$ cat src/rtl/iochan_pkg.sv
package iochan_pkg;

  typedef enum logic [2:0] {
    ST_IDLE,
    ST_SEL,
    ST_FETCH,
    ST_DECIDE,
    ST_DEV_IN,
    ST_MEM_WR,
    ST_MEM_RD,
    ST_DEV_OUT
  } chan_state_t;

  localparam logic [2:0] OP_XFER_STOP  = 3'b000;
  localparam logic [2:0] OP_XFER_CHAIN = 3'b001;

  function automatic logic op_moves_data(input logic [2:0] op);
    return (op == OP_XFER_STOP) || (op == OP_XFER_CHAIN);
  endfunction

  function automatic logic op_chains(input logic [2:0] op);
    return op == OP_XFER_CHAIN;
  endfunction

endpackage

$ cat src/rtl/iochan_ctrl.sv
module iochan_ctrl
  import iochan_pkg::*;
(
  input  logic       clk,
  input  logic       rst_n,
  input  logic       cpu_sel,
  input  logic       cpu_start,
  input  logic       mem_ack,
  input  logic       dev_strobe,
  input  logic       dir_in,
  input  logic       cnt_zero,
  input  logic [2:0] op,
  output logic       busy,
  output logic       mem_req,
  output logic       mem_we,
  output logic       addr_from_clc,
  output logic       dev_rdy,
  output logic       sel_evt,
  output logic       start_evt,
  output logic       fetch_evt,
  output logic       xfer_evt,
  output logic       cap_dev,
  output logic       cap_mem,
  output logic       disc_evt
);

  chan_state_t state_q, state_d;

  always_ff @(posedge clk or negedge rst_n) begin
    if (!rst_n) state_q <= ST_IDLE;
    else        state_q <= state_d;
  end

  always_comb begin
    state_d   = state_q;
    sel_evt   = 1'b0;
    start_evt = 1'b0;
    fetch_evt = 1'b0;
    xfer_evt  = 1'b0;
    cap_dev   = 1'b0;
    cap_mem   = 1'b0;
    disc_evt  = 1'b0;
    unique case (state_q)
      ST_IDLE: if (cpu_sel) begin
        sel_evt = 1'b1;
        state_d = ST_SEL;
      end
      ST_SEL: if (cpu_start) begin
        start_evt = 1'b1;
        state_d   = ST_FETCH;
      end
      ST_FETCH: if (mem_ack) begin
        fetch_evt = 1'b1;
        state_d   = ST_DECIDE;
      end
      ST_DECIDE: begin
        if (!op_moves_data(op)) begin
          disc_evt = 1'b1;
          state_d  = ST_IDLE;
        end else if (cnt_zero) begin
          if (op_chains(op)) state_d = ST_FETCH;
          else begin
            disc_evt = 1'b1;
            state_d  = ST_IDLE;
          end
        end else begin
          state_d = dir_in ? ST_DEV_IN : ST_MEM_RD;
        end
      end
      ST_DEV_IN: if (dev_strobe) begin
        cap_dev = 1'b1;
        state_d = ST_MEM_WR;
      end
      ST_MEM_WR: if (mem_ack) begin
        xfer_evt = 1'b1;
        state_d  = ST_DECIDE;
      end
      ST_MEM_RD: if (mem_ack) begin
        cap_mem = 1'b1;
        state_d = ST_DEV_OUT;
      end
      ST_DEV_OUT: if (dev_strobe) begin
        xfer_evt = 1'b1;
        state_d  = ST_DECIDE;
      end
      default: state_d = ST_IDLE;
    endcase
  end

  assign busy          = (state_q != ST_IDLE);
  assign mem_req       = (state_q == ST_FETCH) || (state_q == ST_MEM_WR) || (state_q == ST_MEM_RD);
  assign mem_we        = (state_q == ST_MEM_WR);
  assign addr_from_clc = (state_q == ST_FETCH);
  assign dev_rdy       = (state_q == ST_DEV_IN) || (state_q == ST_DEV_OUT);

  // memory and device are never engaged in the same cycle
  a_r2_one_side: assert property (@(posedge clk) disable iff (!rst_n)
    !(mem_req && dev_rdy));

  // a pending request keeps its direction until acknowledged
  a_r11_req_hold: assert property (@(posedge clk) disable iff (!rst_n)
    (mem_req && !mem_ack) |=> (mem_req && $stable(mem_we)));

  // busy only drops through a disconnect
  a_r6_busy_fall: assert property (@(posedge clk) disable iff (!rst_n)
    $fell(busy) |-> $past(disc_evt));

  // an unknown operation code never leads to a device handshake
  a_r7_no_xfer: assert property (@(posedge clk) disable iff (!rst_n)
    (state_q == ST_DECIDE && !op_moves_data(op)) |=> !busy);

endmodule

$ cat src/rtl/iochan_cmd_regs.sv
module iochan_cmd_regs #(
  parameter int ADDR_W = 15,
  parameter int CNT_W  = 15,
  parameter int UNIT_W = 4
) (
  input  logic              clk,
  input  logic              rst_n,
  input  logic              busy,
  input  logic              sel_evt,
  input  logic [UNIT_W-1:0] cpu_unit,
  input  logic              cpu_dir_in,
  input  logic              start_evt,
  input  logic [ADDR_W-1:0] cpu_cmd_addr,
  input  logic              fetch_evt,
  input  logic [2:0]        cmd_op,
  input  logic [CNT_W-1:0]  cmd_cnt,
  input  logic [ADDR_W-1:0] cmd_addr,
  input  logic              xfer_evt,
  input  logic              addr_from_clc,
  output logic [2:0]        op,
  output logic              cnt_zero,
  output logic              dir_in,
  output logic [UNIT_W-1:0] unit,
  output logic [ADDR_W-1:0] mem_addr
);

  function automatic logic [ADDR_W-1:0] addr_step(input logic [ADDR_W-1:0] a);
    return a + 1'b1;
  endfunction

  function automatic logic [CNT_W-1:0] cnt_step(input logic [CNT_W-1:0] c);
    return c - 1'b1;
  endfunction

  logic [2:0]        op_q;
  logic [CNT_W-1:0]  wcnt_q;
  logic [ADDR_W-1:0] dac_q;
  logic [ADDR_W-1:0] clc_q;
  logic [UNIT_W-1:0] unit_q;
  logic              dir_q;

  always_ff @(posedge clk or negedge rst_n) begin
    if (!rst_n) begin
      unit_q <= '0;
      dir_q  <= 1'b0;
    end else if (sel_evt) begin
      unit_q <= cpu_unit;
      dir_q  <= cpu_dir_in;
    end
  end

  always_ff @(posedge clk or negedge rst_n) begin
    if (!rst_n)         clc_q <= '0;
    else if (start_evt) clc_q <= cpu_cmd_addr;
    else if (fetch_evt) clc_q <= addr_step(clc_q);
  end

  always_ff @(posedge clk or negedge rst_n) begin
    if (!rst_n) begin
      op_q   <= '0;
      wcnt_q <= '0;
      dac_q  <= '0;
    end else if (fetch_evt) begin
      op_q   <= cmd_op;
      wcnt_q <= cmd_cnt;
      dac_q  <= cmd_addr;
    end else if (xfer_evt) begin
      wcnt_q <= cnt_step(wcnt_q);
      dac_q  <= addr_step(dac_q);
    end
  end

  assign op       = op_q;
  assign cnt_zero = (wcnt_q == '0);
  assign dir_in   = dir_q;
  assign unit     = unit_q;
  assign mem_addr = addr_from_clc ? clc_q : dac_q;

  // each moved word steps count down and address up, modulo the width
  a_r4_step: assert property (@(posedge clk) disable iff (!rst_n)
    xfer_evt |=> (wcnt_q == $past(wcnt_q) - 1'b1) && (dac_q == $past(dac_q) + 1'b1));

  // every fetch moves the command location to the following word
  a_r6_next_cmd: assert property (@(posedge clk) disable iff (!rst_n)
    fetch_evt |=> (clc_q == $past(clc_q) + 1'b1));

  // unit and direction cannot change while busy
  a_r10_unit_hold: assert property (@(posedge clk) disable iff (!rst_n)
    (busy && !sel_evt) |=> ($stable(unit_q) && $stable(dir_q)));

  // command location only moves by start or fetch
  a_r10_clc_hold: assert property (@(posedge clk) disable iff (!rst_n)
    (!start_evt && !fetch_evt) |=> $stable(clc_q));

endmodule

$ cat src/rtl/iochan_dreg.sv
module iochan_dreg #(
  parameter int WORD_W = 36
) (
  input  logic              clk,
  input  logic              rst_n,
  input  logic              cap_dev,
  input  logic [WORD_W-1:0] dev_rdata,
  input  logic              cap_mem,
  input  logic [WORD_W-1:0] mem_rdata,
  output logic [WORD_W-1:0] q
);

  logic [WORD_W-1:0] q_r;

  always_ff @(posedge clk or negedge rst_n) begin
    if (!rst_n)       q_r <= '0;
    else if (cap_dev) q_r <= dev_rdata;
    else if (cap_mem) q_r <= mem_rdata;
  end

  assign q = q_r;

  // the staged word holds until the next capture
  a_r11_stage_hold: assert property (@(posedge clk) disable iff (!rst_n)
    !(cap_dev || cap_mem) |=> $stable(q_r));

endmodule

$ cat src/rtl/iochan_sequencer.sv
module iochan_sequencer #(
  parameter int WORD_W = 36,
  parameter int ADDR_W = 15,
  parameter int CNT_W  = 15,
  parameter int UNIT_W = 4
) (
  input  logic              clk,
  input  logic              rst_n,
  input  logic              cpu_sel,
  input  logic [UNIT_W-1:0] cpu_unit,
  input  logic              cpu_dir_in,
  input  logic              cpu_start,
  input  logic [ADDR_W-1:0] cpu_cmd_addr,
  output logic              busy,
  output logic              mem_req,
  output logic              mem_we,
  output logic [ADDR_W-1:0] mem_addr,
  output logic [WORD_W-1:0] mem_wdata,
  input  logic              mem_ack,
  input  logic [WORD_W-1:0] mem_rdata,
  output logic [UNIT_W-1:0] dev_unit,
  output logic              dev_rdy,
  input  logic              dev_strobe,
  input  logic [WORD_W-1:0] dev_rdata,
  output logic [WORD_W-1:0] dev_wdata
);

  localparam int OP_W   = 3;
  localparam int OP_LO  = WORD_W - OP_W;
  localparam int CNT_LO = OP_LO - CNT_W;

  logic       sel_evt, start_evt, fetch_evt, xfer_evt;
  logic       cap_dev, cap_mem, disc_evt;
  logic       addr_from_clc, dir_in, cnt_zero;
  logic [2:0] op;
  logic [WORD_W-1:0] stage_q;

  iochan_ctrl u_ctrl (
    .clk          (clk),
    .rst_n        (rst_n),
    .cpu_sel      (cpu_sel),
    .cpu_start    (cpu_start),
    .mem_ack      (mem_ack),
    .dev_strobe   (dev_strobe),
    .dir_in       (dir_in),
    .cnt_zero     (cnt_zero),
    .op           (op),
    .busy         (busy),
    .mem_req      (mem_req),
    .mem_we       (mem_we),
    .addr_from_clc(addr_from_clc),
    .dev_rdy      (dev_rdy),
    .sel_evt      (sel_evt),
    .start_evt    (start_evt),
    .fetch_evt    (fetch_evt),
    .xfer_evt     (xfer_evt),
    .cap_dev      (cap_dev),
    .cap_mem      (cap_mem),
    .disc_evt     (disc_evt)
  );

  iochan_cmd_regs #(
    .ADDR_W(ADDR_W),
    .CNT_W (CNT_W),
    .UNIT_W(UNIT_W)
  ) u_regs (
    .clk          (clk),
    .rst_n        (rst_n),
    .busy         (busy),
    .sel_evt      (sel_evt),
    .cpu_unit     (cpu_unit),
    .cpu_dir_in   (cpu_dir_in),
    .start_evt    (start_evt),
    .cpu_cmd_addr (cpu_cmd_addr),
    .fetch_evt    (fetch_evt),
    .cmd_op       (mem_rdata[WORD_W-1:OP_LO]),
    .cmd_cnt      (mem_rdata[OP_LO-1:CNT_LO]),
    .cmd_addr     (mem_rdata[ADDR_W-1:0]),
    .xfer_evt     (xfer_evt),
    .addr_from_clc(addr_from_clc),
    .op           (op),
    .cnt_zero     (cnt_zero),
    .dir_in       (dir_in),
    .unit         (dev_unit),
    .mem_addr     (mem_addr)
  );

  iochan_dreg #(
    .WORD_W(WORD_W)
  ) u_dreg (
    .clk      (clk),
    .rst_n    (rst_n),
    .cap_dev  (cap_dev),
    .dev_rdata(dev_rdata),
    .cap_mem  (cap_mem),
    .mem_rdata(mem_rdata),
    .q        (stage_q)
  );

  assign mem_wdata = stage_q;
  assign dev_wdata = stage_q;

  // address and write data of a pending request stay put until acknowledged
  a_r11_req_stable: assert property (@(posedge clk) disable iff (!rst_n)
    (mem_req && !mem_ack) |=> ($stable(mem_addr) && $stable(mem_wdata)));

endmodule

$ cat config.mk
export PLATFORM = sky130hd
export DESIGN_NAME = iochan_sequencer
export DESIGN_NICKNAME = d
export VERILOG_FILES = /design/src/rtl/iochan_pkg.sv /design/src/rtl/iochan_ctrl.sv /design/src/rtl/iochan_cmd_regs.sv /design/src/rtl/iochan_dreg.sv /design/src/rtl/iochan_sequencer.sv
export SDC_FILE = /design/constraint.sdc
export NUM_CORES = 1
export LEC_CHECK = 0
export ABC_AREA = 1
export CAP_MARGIN = 20
export CORE_MARGIN = 2
export CORE_UTILIZATION = 45
export DETAILED_ROUTE_END_ITERATION = 10
export PLACE_DENSITY_LB_ADDON = 0.15
export SKIP_LAST_GASP = 1
export SLEW_MARGIN = 20
export SYNTH_ARGS = -nofsm -noshare
export SYNTH_HDL_FRONTEND = slang
export SYNTH_SLANG_ARGS = --single-unit
$ cat constraint.sdc
create_clock -name clk -period 2 [get_ports clk]
set_clock_uncertainty 0.1 [all_clocks]
set_input_delay 0.2 -clock clk [delete_from_list [all_inputs] [get_ports clk]]
set_output_delay 0.2 -clock clk [all_outputs]
set_load 0.1 [all_outputs]
==> results by group, run 1 <==
STA
  – Max Fclk: 512.8 MHz
  – Worst slew pin tran: 0.5981 ns
  – Unrepaired setup endpoints after global routing: yes
  – Final worst path period share: 0.9751
  – Rel. slew slack: 0.6007
  – Hold Fails Final Rpt: 0
  – Final Slew Violations: 0
  – Setup violations, final: 0
  – Crit path time final: 1.950 ns
  – PnR worst setup slack: 0.04979 ns
  – Setup TNS: 0 ns

Yosys
  – YS warnings: 0
  – EDFF count, synth: 0
  – Ys flop type: dfrtp_1
  – Synthesized flop and latch total: 92
  – Mapped cell area: 5818 um2
  – Mapped Nets: 921
  – Cells after synthesis: 819
  – Syn Area/Cell: 7.104 um2
  – Sequential area share after synthesis: 0.3957
  – Top post-synthesis cells by area: dfrtp_1 40%, nand2_1 17%, o21ai_0 8.0%
  – Async set or reset register ratio after synthesis: 1.000
  – Distinct cells, synth: 34
  – Synth area leader: dfrtp_1
  – Area fraction of the dominant cell type after synthesis: 0.3957

Worst setup path
  – CP startpoint kind: flip-flop
  – Critical Path End: mem_addr[11]
  – CP max-delay cell: dfrtp_2
  – R2R Setup Slk: 0.18 ns
  – Kind of critical path: flip-flop to output pin
  – Worst path arrival time: 1.65 ns
  – Crit path max-delay family: flip-flops
  – Critical path peak fanout: 16
  – Reg2reg start: u_ctrl.state_q[0]
  – R2r endpoint: u_dreg.q[16]
  – CP endpoint kind: output pin
  – CP startpoint: u_ctrl.state_q[1]
  – Worst r2r path cells: 10
  – Number of buffers and inverters on the critical path: 2
  – CP cell instances: nand3_4 > buf_6 > nand2_1 > o21ai_4 > buf_12
  – Critical Path Stages: 5
  – Worst EP required: 1.70 ns
  – CP max stage delay: 0.49 ns

Routing
  – Residual DRC: 0
  – Via count: 5833
  – Vias per cell: 5.068
  – Routed Antenna Nets: 0
  – Final wirelength: 16.88 mm
  – Iter 0 DRT Violations: 465
  – Pre-antenna DRT Iters: 6
  – Wirelength per Cell: 14.66 um

Global routing
  – GRT Overall Usage: 0.2463
  – Vias in the first global route: 5369
  – Global-route wire length before repair: 27.59 mm
  – Initial antenna violation count: 0
  – Largest net degree at the start of global routing: 54
  – Total gr overflow: 0

Finish
  – Diodes inserted: 0
  – Fillers: 1159
  – Most frequent cells in the layout: 264 x nand2_1, 96 x clkdlybuf4s50_1, 91 x buf_4
  – Leading cell type in the layout, fill and taps excluded: nand2_1
  – Design area: 8142 um2
  – Layout cell share with drive strength beyond 1: 0.1747
  – Final #Nets: 1076
  – Register Area: 2306 um2
  – Non-Filler Instances: 1151
  – Multi-input gate area: 2879 um2
  – Area growth syn-to-layout: 39.94%

Clock network
  – Max Buffers Root-to-Sink: 2
  – Clk Tree Root Cell: clkbuf_16
  – Htree depth: 3
  – Worst-path clk slew: 0.06 ns
  – CTS tree: yes
  – CTS Buf Count: 9
  – Clock Latency Late Sink: 0.35 ns
  – Num Clock Sinks: 92

Placed design
  – DP Worst Slack: 0.05802 ns
  – I/O Buffers: 192
  – GP Congestion: 0.9143
  – Inst Count DP: 1133
  – Post-DP HPWL: 12.85 mm
  – Placed cell area: 7806 um2

Die
  – DIE HEIGHT: 117.7 um
  – Total core area: 12620 um2
  – Starting Density: 0.4610
  – Die Span X: 117.7 um
  – Die outline area: 13850 um2
  – Num rows: 41
  – Top Ports: 193

Outcome
  – Run status: complete, no violations

Flow run
  – Max-capacitance violation count: 0

Hold path
  – Hold WC Path Type: input pin to async pin
-- Yosys cell counts, drive strengths merged, types with 4 or more instances --
| cell type | number |
|---|---|
| dfrtp | 92 |
| nand4 | 7 |
| mux2 | 4 |
| nand2 | 269 |
| inv | 78 |
| clkbuf | 7 |
| o21ai | 111 |
| buf | 62 |
| nand3b | 5 |
| nor2 | 64 |
| ha | 4 |
| o211ai | 8 |
| o21bai | 17 |
| nor3 | 8 |
| xor2 | 11 |
| nand3 | 43 |
| a21oi | 20 |
-- cell type report --
cell class / count / area share
Clock buffer: 14 / 0.03489
Clock inverter: 2 / 0.001998
Inverter: 78 / 0.03627
Multi-Input combinational cell: 580 / 0.3536
Sequential cell: 92 / 0.2832
Tap cell: 172 / 0.02643
Timing Repair Buffer: 213 / 0.2636
-- worst reg2reg max path, stage by stage, from the launching register on --
cell and delay, ns:
dfrtp_2 0.41, buf_4 0.18, nor2_8 0.11, nand2_2 0.08, nor2_4 0.10, inv_2 0.06
nand2_2 0.15, buf_4 0.22, o21ai_0 0.12, o21bai_1 0.16, nand2_1 0.06
-- routing by layer --
metal / track usage / part of all wire
met5: 0 / 0
met2: 0.3743 / 0.44
met1: 0.3530 / 0.47
met3: 0.04845 / 0.070
met4: 0.08057 / 0.016
-- flip-flops by register name, summed over array words and instances (netlist names) --
name	count
u_regs.dir_in	1
u_regs.wcnt_q	15
u_regs.dac_q	15
u_regs.op	3
u_ctrl.state_q	3
u_regs.clc_q	15
u_regs.unit	4
u_dreg.q	36
-- worst min path at each step --
stage	startpoint	endpoint	slack, ns	cells past startpoint
floorplan	rst_n	u_ctrl.state_q[0]	-0.20	0
global placement	rst_n	u_regs.unit[3]	0.1	1
detailed placement	rst_n	u_regs.unit[3]	0.10	1
CTS	rst_n	u_regs.unit[3]	0.27	2
global route	rst_n	u_regs.unit[3]	0.30	2
finish	rst_n	u_regs.unit[3]	0.25	2
-- per-stage QoR --
step | hold WS [ns] | util
6_report | 0.2518 | 0.6452
4_1_cts | 0.2683 | 0.6449
3_3_place_gp | 0.09873 | 0.6186
2_1_floorplan | -0.1956 | -
3_5_place_dp | 0.1002 | 0.6186
5_1_grt | 0.3009 | 0.6452
-- timing repair --
| item | CTS | global route |
|---|---|---|
| endpoints found under the hold margin | 33 | 0 |
| hold buffers | 1 | 0 |
| pin swaps | 0 | 0 |
| buffers inserted | 1 | 0 |
| setup endpoints to repair | 15 | 15 |
| gates resized for setup | 5 | 2 |
-- cell families after synthesis --
family	share of synthesized area
AO/OA/AOI/OAI	0.1518
XOR/XNOR	0.01957
adder cells (fa/ha/maj)	0.008602
buffers and inverters	0.1316
flip-flops	0.3957
multiplexers	0.007741
AND/OR/NAND/NOR	0.2849
Power of run 1 is left out: the tool's default activity adds up to more than one toggle a clock period on the data nets, which glitch-free logic cannot reach.
==> inputs of run 2 (changes only) <==
- ABC_AREA: 1 -> default
- CORE_MARGIN: 2 -> 8
==> results by group, run 2 <==
Worst setup path
  – CP endpoint kind: output pin
  – Worst path arrival time: 1.76 ns (+0.11 ns)
  – Critical path peak fanout: 16 (unchanged)
  – CP startpoint kind: flip-flop
  – Worst EP required: 1.70 ns (about the same)
  – Kind of critical path: flip-flop to output pin

Routing
  – Iter 0 DRT Violations: 243 (-48%)
  – Routed Antenna Nets: 0 (unchanged)
  – Via count: 4572 (-22%)
  – Wirelength per Cell: 17.09 um (+17%)
  – Pre-antenna DRT Iters: 4 (-2)
  – Vias per cell: 5.237 (+3.3%)
  – Final wirelength: 14.92 mm (-12%)
  – Residual DRC: 0 (unchanged)

Yosys
  – Mapped cell area: 5150 um2 (-11%)
  – Synth area leader: dfrtp_1
  – Mapped Nets: 648 (-30%)
  – EDFF count, synth: 0 (unchanged)
  – Top post-synthesis cells by area: dfrtp_1 45%, mux2i_1 7.4%, nand2_1 7.1%
  – Area fraction of the dominant cell type after synthesis: 0.4470 (+0.05134)
  – Top post-synthesis cells by count: 98 x nand2_1, 92 x dfrtp_1, 45 x o21ai_0, 38 x mux2i_1, 36 x buf_4
  – Sequential area share after synthesis: 0.4470 (+0.05134)
  – Synthesized flop and latch total: 92 (unchanged)
  – Ys flop type: dfrtp_1
  – Cells after synthesis: 546 (-33%)
  – Async set or reset register ratio after synthesis: 1.000 (unchanged)
  – Distinct cells, synth: 52 (+53%)
  – Most common cell in the netlist: nand2_1
  – Syn Area/Cell: 9.432 um2 (+33%)
  – YS warnings: 0 (unchanged)

Finish
  – Max reg flops: 36 (unchanged)
  – Final #Nets: 827 (-23%)
  – Layout cell share with drive strength beyond 1: 0.2658 (+0.09109)
  – Leading cell type in the layout, fill and taps excluded: buf_4
  – Diodes inserted: 0 (unchanged)
  – Area growth syn-to-layout: 48.27%
  – Most frequent cells in the layout: 107 x buf_4, 98 x nand2_1, 96 x clkdlybuf4s50_1
  – Final core utilization: 0.6774 (+0.03228)
  – Fillers: 903 (-22%)

Placed design
  – I/O Buffers: 192 (unchanged)
  – GP Congestion: 0.8423 (-7.9%)
  – Post-DP HPWL: 11.39 mm (-11%)
  – DP Worst Slack: -0.05531 ns (-0.1133 ns)

Die
  – Num rows: 39 (-4.9%)
  – Total core area: 11270 um2 (-11%)
  – Die Span X: 123.0 um (+4.5%)
  – Starting Density: 0.4569 (-0.004159)
  – DIE HEIGHT: 123.0 um (+4.5%)
  – Die outline area: 15120 um2 (+9.2%)
  – Top Ports: 193 (unchanged)

STA
  – Final worst path period share: 1.030 (+0.05509)
  – Crit path time final: 2.060 ns (+0.1102 ns)
  – Setup TNS: -0.5745 ns (-0.5745 ns)
  – Rel. slew slack: 0.6438 (+0.04315)
  – Worst slew pin tran: 0.5343 ns (-0.06385 ns)
  – Unrepaired setup endpoints after global routing: yes
  – Hold Fails Final Rpt: 0 (unchanged)
  – Final Slew Violations: 0 (unchanged)
  – Max Fclk: 485.3 MHz (-5.3%)
  – Setup violations, final: 12 (+12)
  – PnR worst setup slack: -0.06039 ns (-0.1102 ns)

Clock network
  – Worst-path clk slew: 0.06 ns (about the same)
  – Clk Tree Root Cell: clkbuf_16
  – CTS tree: yes
  – CTS Buf Count: 9 (unchanged)
  – Clock Latency Late Sink: 0.35 ns (about the same)
  – Max Buffers Root-to-Sink: 2 (unchanged)
  – Htree depth: 3 (unchanged)
  – Num Clock Sinks: 92 (unchanged)

Global routing
  – GRT Overall Usage: 0.1918 (-0.05453)
  – Vias in the first global route: 4754 (-11%)
  – Initial antenna violation count: 0 (unchanged)
  – Total gr overflow: 0 (unchanged)
  – Global-route wire length before repair: 23.12 mm (-16%)
  – Largest net degree at the start of global routing: 73 (+35%)

Flow run
  – Max-capacitance violation count: 0 (unchanged)

Outcome
  – Run status: finished, violations left
  – Failing checks: setup timing

Hold path
  – Hold WC Path Type: input pin to async pin
-- run 2: cell count changes after synthesis, sizes merged, moves of 13 or more --
cell | before | now
xnor2 | 2 | 19
nand2 | 269 | 98
o21bai | 17 | 1
a21oi | 20 | 7
o21ai | 111 | 75
nor2 | 64 | 23
inv | 78 | 9
mux2 | 4 | 20
nand3 | 43 | 14
mux2i | 0 | 39
-- run 2: cells by family after synthesis --
kind of cell / after synthesis / share of synthesized area
AND/OR/NAND/NOR: 185 / 0.1764
multiplexers: 59 / 0.1203
flip-flops: 92 / 0.4470
XOR/XNOR: 34 / 0.05782
buffers and inverters: 72 / 0.08139
adder cells (fa/ha/maj): 4 / 0.009719
AO/OA/AOI/OAI: 100 / 0.1074
-- run 2: metal layers --
layer,vias to the layer above,part of all wire,global-route usage,routed length (um)
met2,152,0.51,0.3401,7626
met3,16,0.072,0.04612,1074
met4,0,0.016,0.06847,242
met1,2189,0.40,0.2214,5975
li1,2215,-,-,-
met5,-,0,0,0
-- run 2: cell type report --
type                    count  area, um2  area share
clock inverters             3      43.79    0.005735
repair buffers            231       2292      0.3002
clock buffers              13      260.3     0.03408
multi-input cells         382       2521      0.3302
inverters                   9      33.78    0.004424
well taps                 143      178.9     0.02343
flip-flops and latches     92       2306      0.3020
-- run 2: worst paths after layout --
| check | start | endpoint | slack (ns) | cells after the start |
|---|---|---|---|---|
| max in group asynchronous | rst_n | u_ctrl.state_q[2] | 0.92 | 3 |
| min in group clk | dev_rdata[34] | u_dreg.q[34] | 0.29 | 3 |
| max reg2reg | u_ctrl.state_q[0] | u_regs.unit[1] | 0.06 | 6 |
| min | rst_n | u_regs.clc_q[10] | 0.26 | 2 |
| max | u_ctrl.state_q[0] | mem_addr[4] | -0.06 | 5 |
| min reg2reg | u_regs.op[0] | u_regs.op[0] | 0.39 | 2 |
-- run 2: through the flow --
step / instance area, um2 / instances / hold slack, ns
after global placement: 7207 / 846 / 0.09993
after global routing: 7636 / 873 / 0.2959
after detailed placement: 7207 / 846 / 0.09801
final: 7636 / 873 / 0.2615
after floorplan: 5202 / 546 / -0.1956
after CTS: 7538 / 865 / 0.2771
-- run 2: what timing repair did --
item / 4_1_cts / 5_1_grt
setup buffers: 2 / 8
resized for setup: 2 / 9
pin swaps: 0 / 7
hold endpoints to repair: 35 / 0
setup endpoints to repair: 17 / 32
hold buffers: 1 / 0
-- run 2: critical path, cell delays in order (launching register included) --
cell     delay [ns]
dfrtp_1        0.38
buf_4          0.16
nor3_4         0.14
buf_12         0.17
mux2_2         0.38
buf_12         0.17
Power of run 2 is left out for the same reason.
==> inputs of run 3 (changes only) <==
- CORE_MARGIN: 8 -> default
- MAX_ROUTING_LAYER: default -> met4
==> results by group, run 3 (synthesis gave the netlist of run 2 again) <==
Outcome
  – Run status: complete, no violations

Die
  – Die Span X: 109.0 um (-11%)
  – Starting Density: 0.4689 (+0.01202)
  – Die outline area: 11880 um2 (-21%)
  – Num rows: 38 (-2.6%)
  – Total core area: 10980 um2 (-2.6%)
  – DIE HEIGHT: 109.0 um (-11%)
  – Top Ports: 193 (unchanged)

Finish
  – Diodes inserted: 0 (unchanged)
  – Layout cell share with drive strength beyond 1: 0.2648 (-0.0009258)
  – Area growth syn-to-layout: 47.52%
  – Max reg flops: 36 (unchanged)
  – Non-Filler Instances: 865 (-0.92%)
  – Most frequent cells in the layout: 104 x buf_4, 98 x nand2_1, 96 x clkdlybuf4s50_1
  – Final #Nets: 824 (-0.36%)
  – Leading cell type in the layout, fill and taps excluded: buf_4
  – Final core utilization: 0.6917 (+0.01430)
  – Design area: 7597 um2 (-0.51%)

Worst setup path
  – Worst path arrival time: 1.68 ns (-0.08 ns)
  – CP dominant cell by count: buf_6
  – Number of buffers and inverters on the critical path: 4 (+1)
  – Worst EP required: 1.70 ns (about the same)
  – CP max-delay cell: dfrtp_1
  – CP startpoint kind: flip-flop
  – Critical path peak fanout: 8 (-8)
  – Crit path max-delay family: buffers and inverters
  – Kind of critical path: flip-flop to output pin
  – CP endpoint kind: output pin
  – CP cell instances: buf_6 > inv_4 > nor3_4 > buf_6 > mux2_4 > buf_12
  – CP max stage delay: 0.36 ns (-0.02 ns)

STA
  – Rel. slew slack: 0.6380 (-0.005848)
  – Max Fclk: 504.4 MHz (+3.9%)
  – Final worst path period share: 0.9912 (-0.03898)
  – Worst hold margin: 0.1924 ns (-0.06911 ns)
  – Final Slew Violations: 0 (unchanged)
  – Worst slew pin tran: 0.5431 ns (+0.008772 ns)
  – Setup violations, final: 0 (-12)
  – Unrepaired setup endpoints after global routing: yes
  – Crit path time final: 1.982 ns (-0.07797 ns)
  – Hold Fails Final Rpt: 0 (unchanged)

Routing
  – Pre-antenna DRT Iters: 4 (unchanged)
  – Final wirelength: 13.76 mm (-7.7%)
  – Vias per cell: 5.266 (+0.55%)
  – Wirelength per Cell: 15.91 um (-6.9%)
  – Via count: 4555 (-0.37%)
  – Iter 0 DRT Violations: 188 (-23%)
  – Routed Antenna Nets: 0 (unchanged)
  – Residual DRC: 0 (unchanged)

Placed design
  – Placed cell area: 7183 um2 (-0.33%)
  – I/O Buffers: 192 (unchanged)
  – Post-DP HPWL: 10.06 mm (-12%)
  – Inst Count DP: 842 (-0.47%)
  – GP Congestion: 0.8759 (+4.0%)

Global routing
  – Largest net degree at the start of global routing: 73 (unchanged)
  – Total gr overflow: 0 (unchanged)
  – Global-route wire length before repair: 21.44 mm (-7.3%)
  – Vias in the first global route: 4503 (-5.3%)
  – GRT Overall Usage: 0.2424 (+0.05062)
  – Initial antenna violation count: 0 (unchanged)

Flow run
  – Max-capacitance violation count: 0 (unchanged)

Clock network
  – Htree depth: 3 (unchanged)
  – Clk Tree Root Cell: clkbuf_16
  – Worst-path clk slew: 0.06 ns (about the same)
  – CTS Buf Count: 9 (unchanged)
  – Max Buffers Root-to-Sink: 2 (unchanged)
  – Clock Latency Late Sink: 0.34 ns (about the same)
  – CTS tree: yes
  – Num Clock Sinks: 92 (unchanged)

Hold path
  – Hold WC Path Type: input pin to async pin
run 3: cell count changes in the layout (fill, tap and decap cells not counted), sizes merged:
cell	delta
bufinv	-1
buf	-3
clkinvlp	+1
clkbuf	-1
inv	-1
run 3: layout make-up:
| class | instances | area (um2) |
|---|---|---|
| flip-flops and latches | 92 | 2306 |
| clock inverters | 2 | 12.51 |
| inverters | 9 | 36.28 |
| clock buffers | 12 | 246.5 |
| well taps | 140 | 175.2 |
| multi-input cells | 382 | 2572 |
| repair buffers | 228 | 2248 |
| fillers | 841 | 3386 |
run 3: worst paths after layout:
path / startpoint / end / slack (ns) / cells past startpoint
min in group clk: dev_rdata[12] / u_dreg.q[12] / 0.30 / 3
max reg2reg: u_regs.wcnt_q[4] / u_ctrl.state_q[1] / 0.03 / 5
max in group asynchronous: rst_n / u_dreg.q[17] / 1.02 / 3
min reg2reg: u_regs.op[2] / u_regs.op[2] / 0.38 / 2
max: u_ctrl.state_q[1] / mem_addr[2] / 0.02 / 6
min: rst_n / u_regs.clc_q[10] / 0.19 / 2
run 3: per-stage QoR:
stage | TNS [ns] | setup slack (ns)
after global routing | -0.6514 | -0.05192
after detailed placement | -0.06225 | -0.03756
after global placement | 0 | 0.05077
after CTS | -0.5221 | -0.04908
after floorplan | -0.5006 | -0.1014
final | 0 | 0.01758
run 3: timing repair:
item                                    in CTS  in global routing
hold buffers                                 1                  0
gates resized for setup                     19                  8
endpoints found under the hold margin       54                  0
endpoints found under the setup margin      16                 28
pin swaps                                    2                  7
cloned                                       1                  0
setup buffers                                8                  2
run 3: per-layer routing:
layer / vias up / part of all wire / track usage
met5: - / 0 / -
met4: 0 / 0.022 / 0.09749
met3: 24 / 0.050 / 0.03288
met2: 149 / 0.52 / 0.4241
met1: 2181 / 0.41 / 0.2795
li1: 2201 / - / -
Power of run 3 is left out for the same reason.
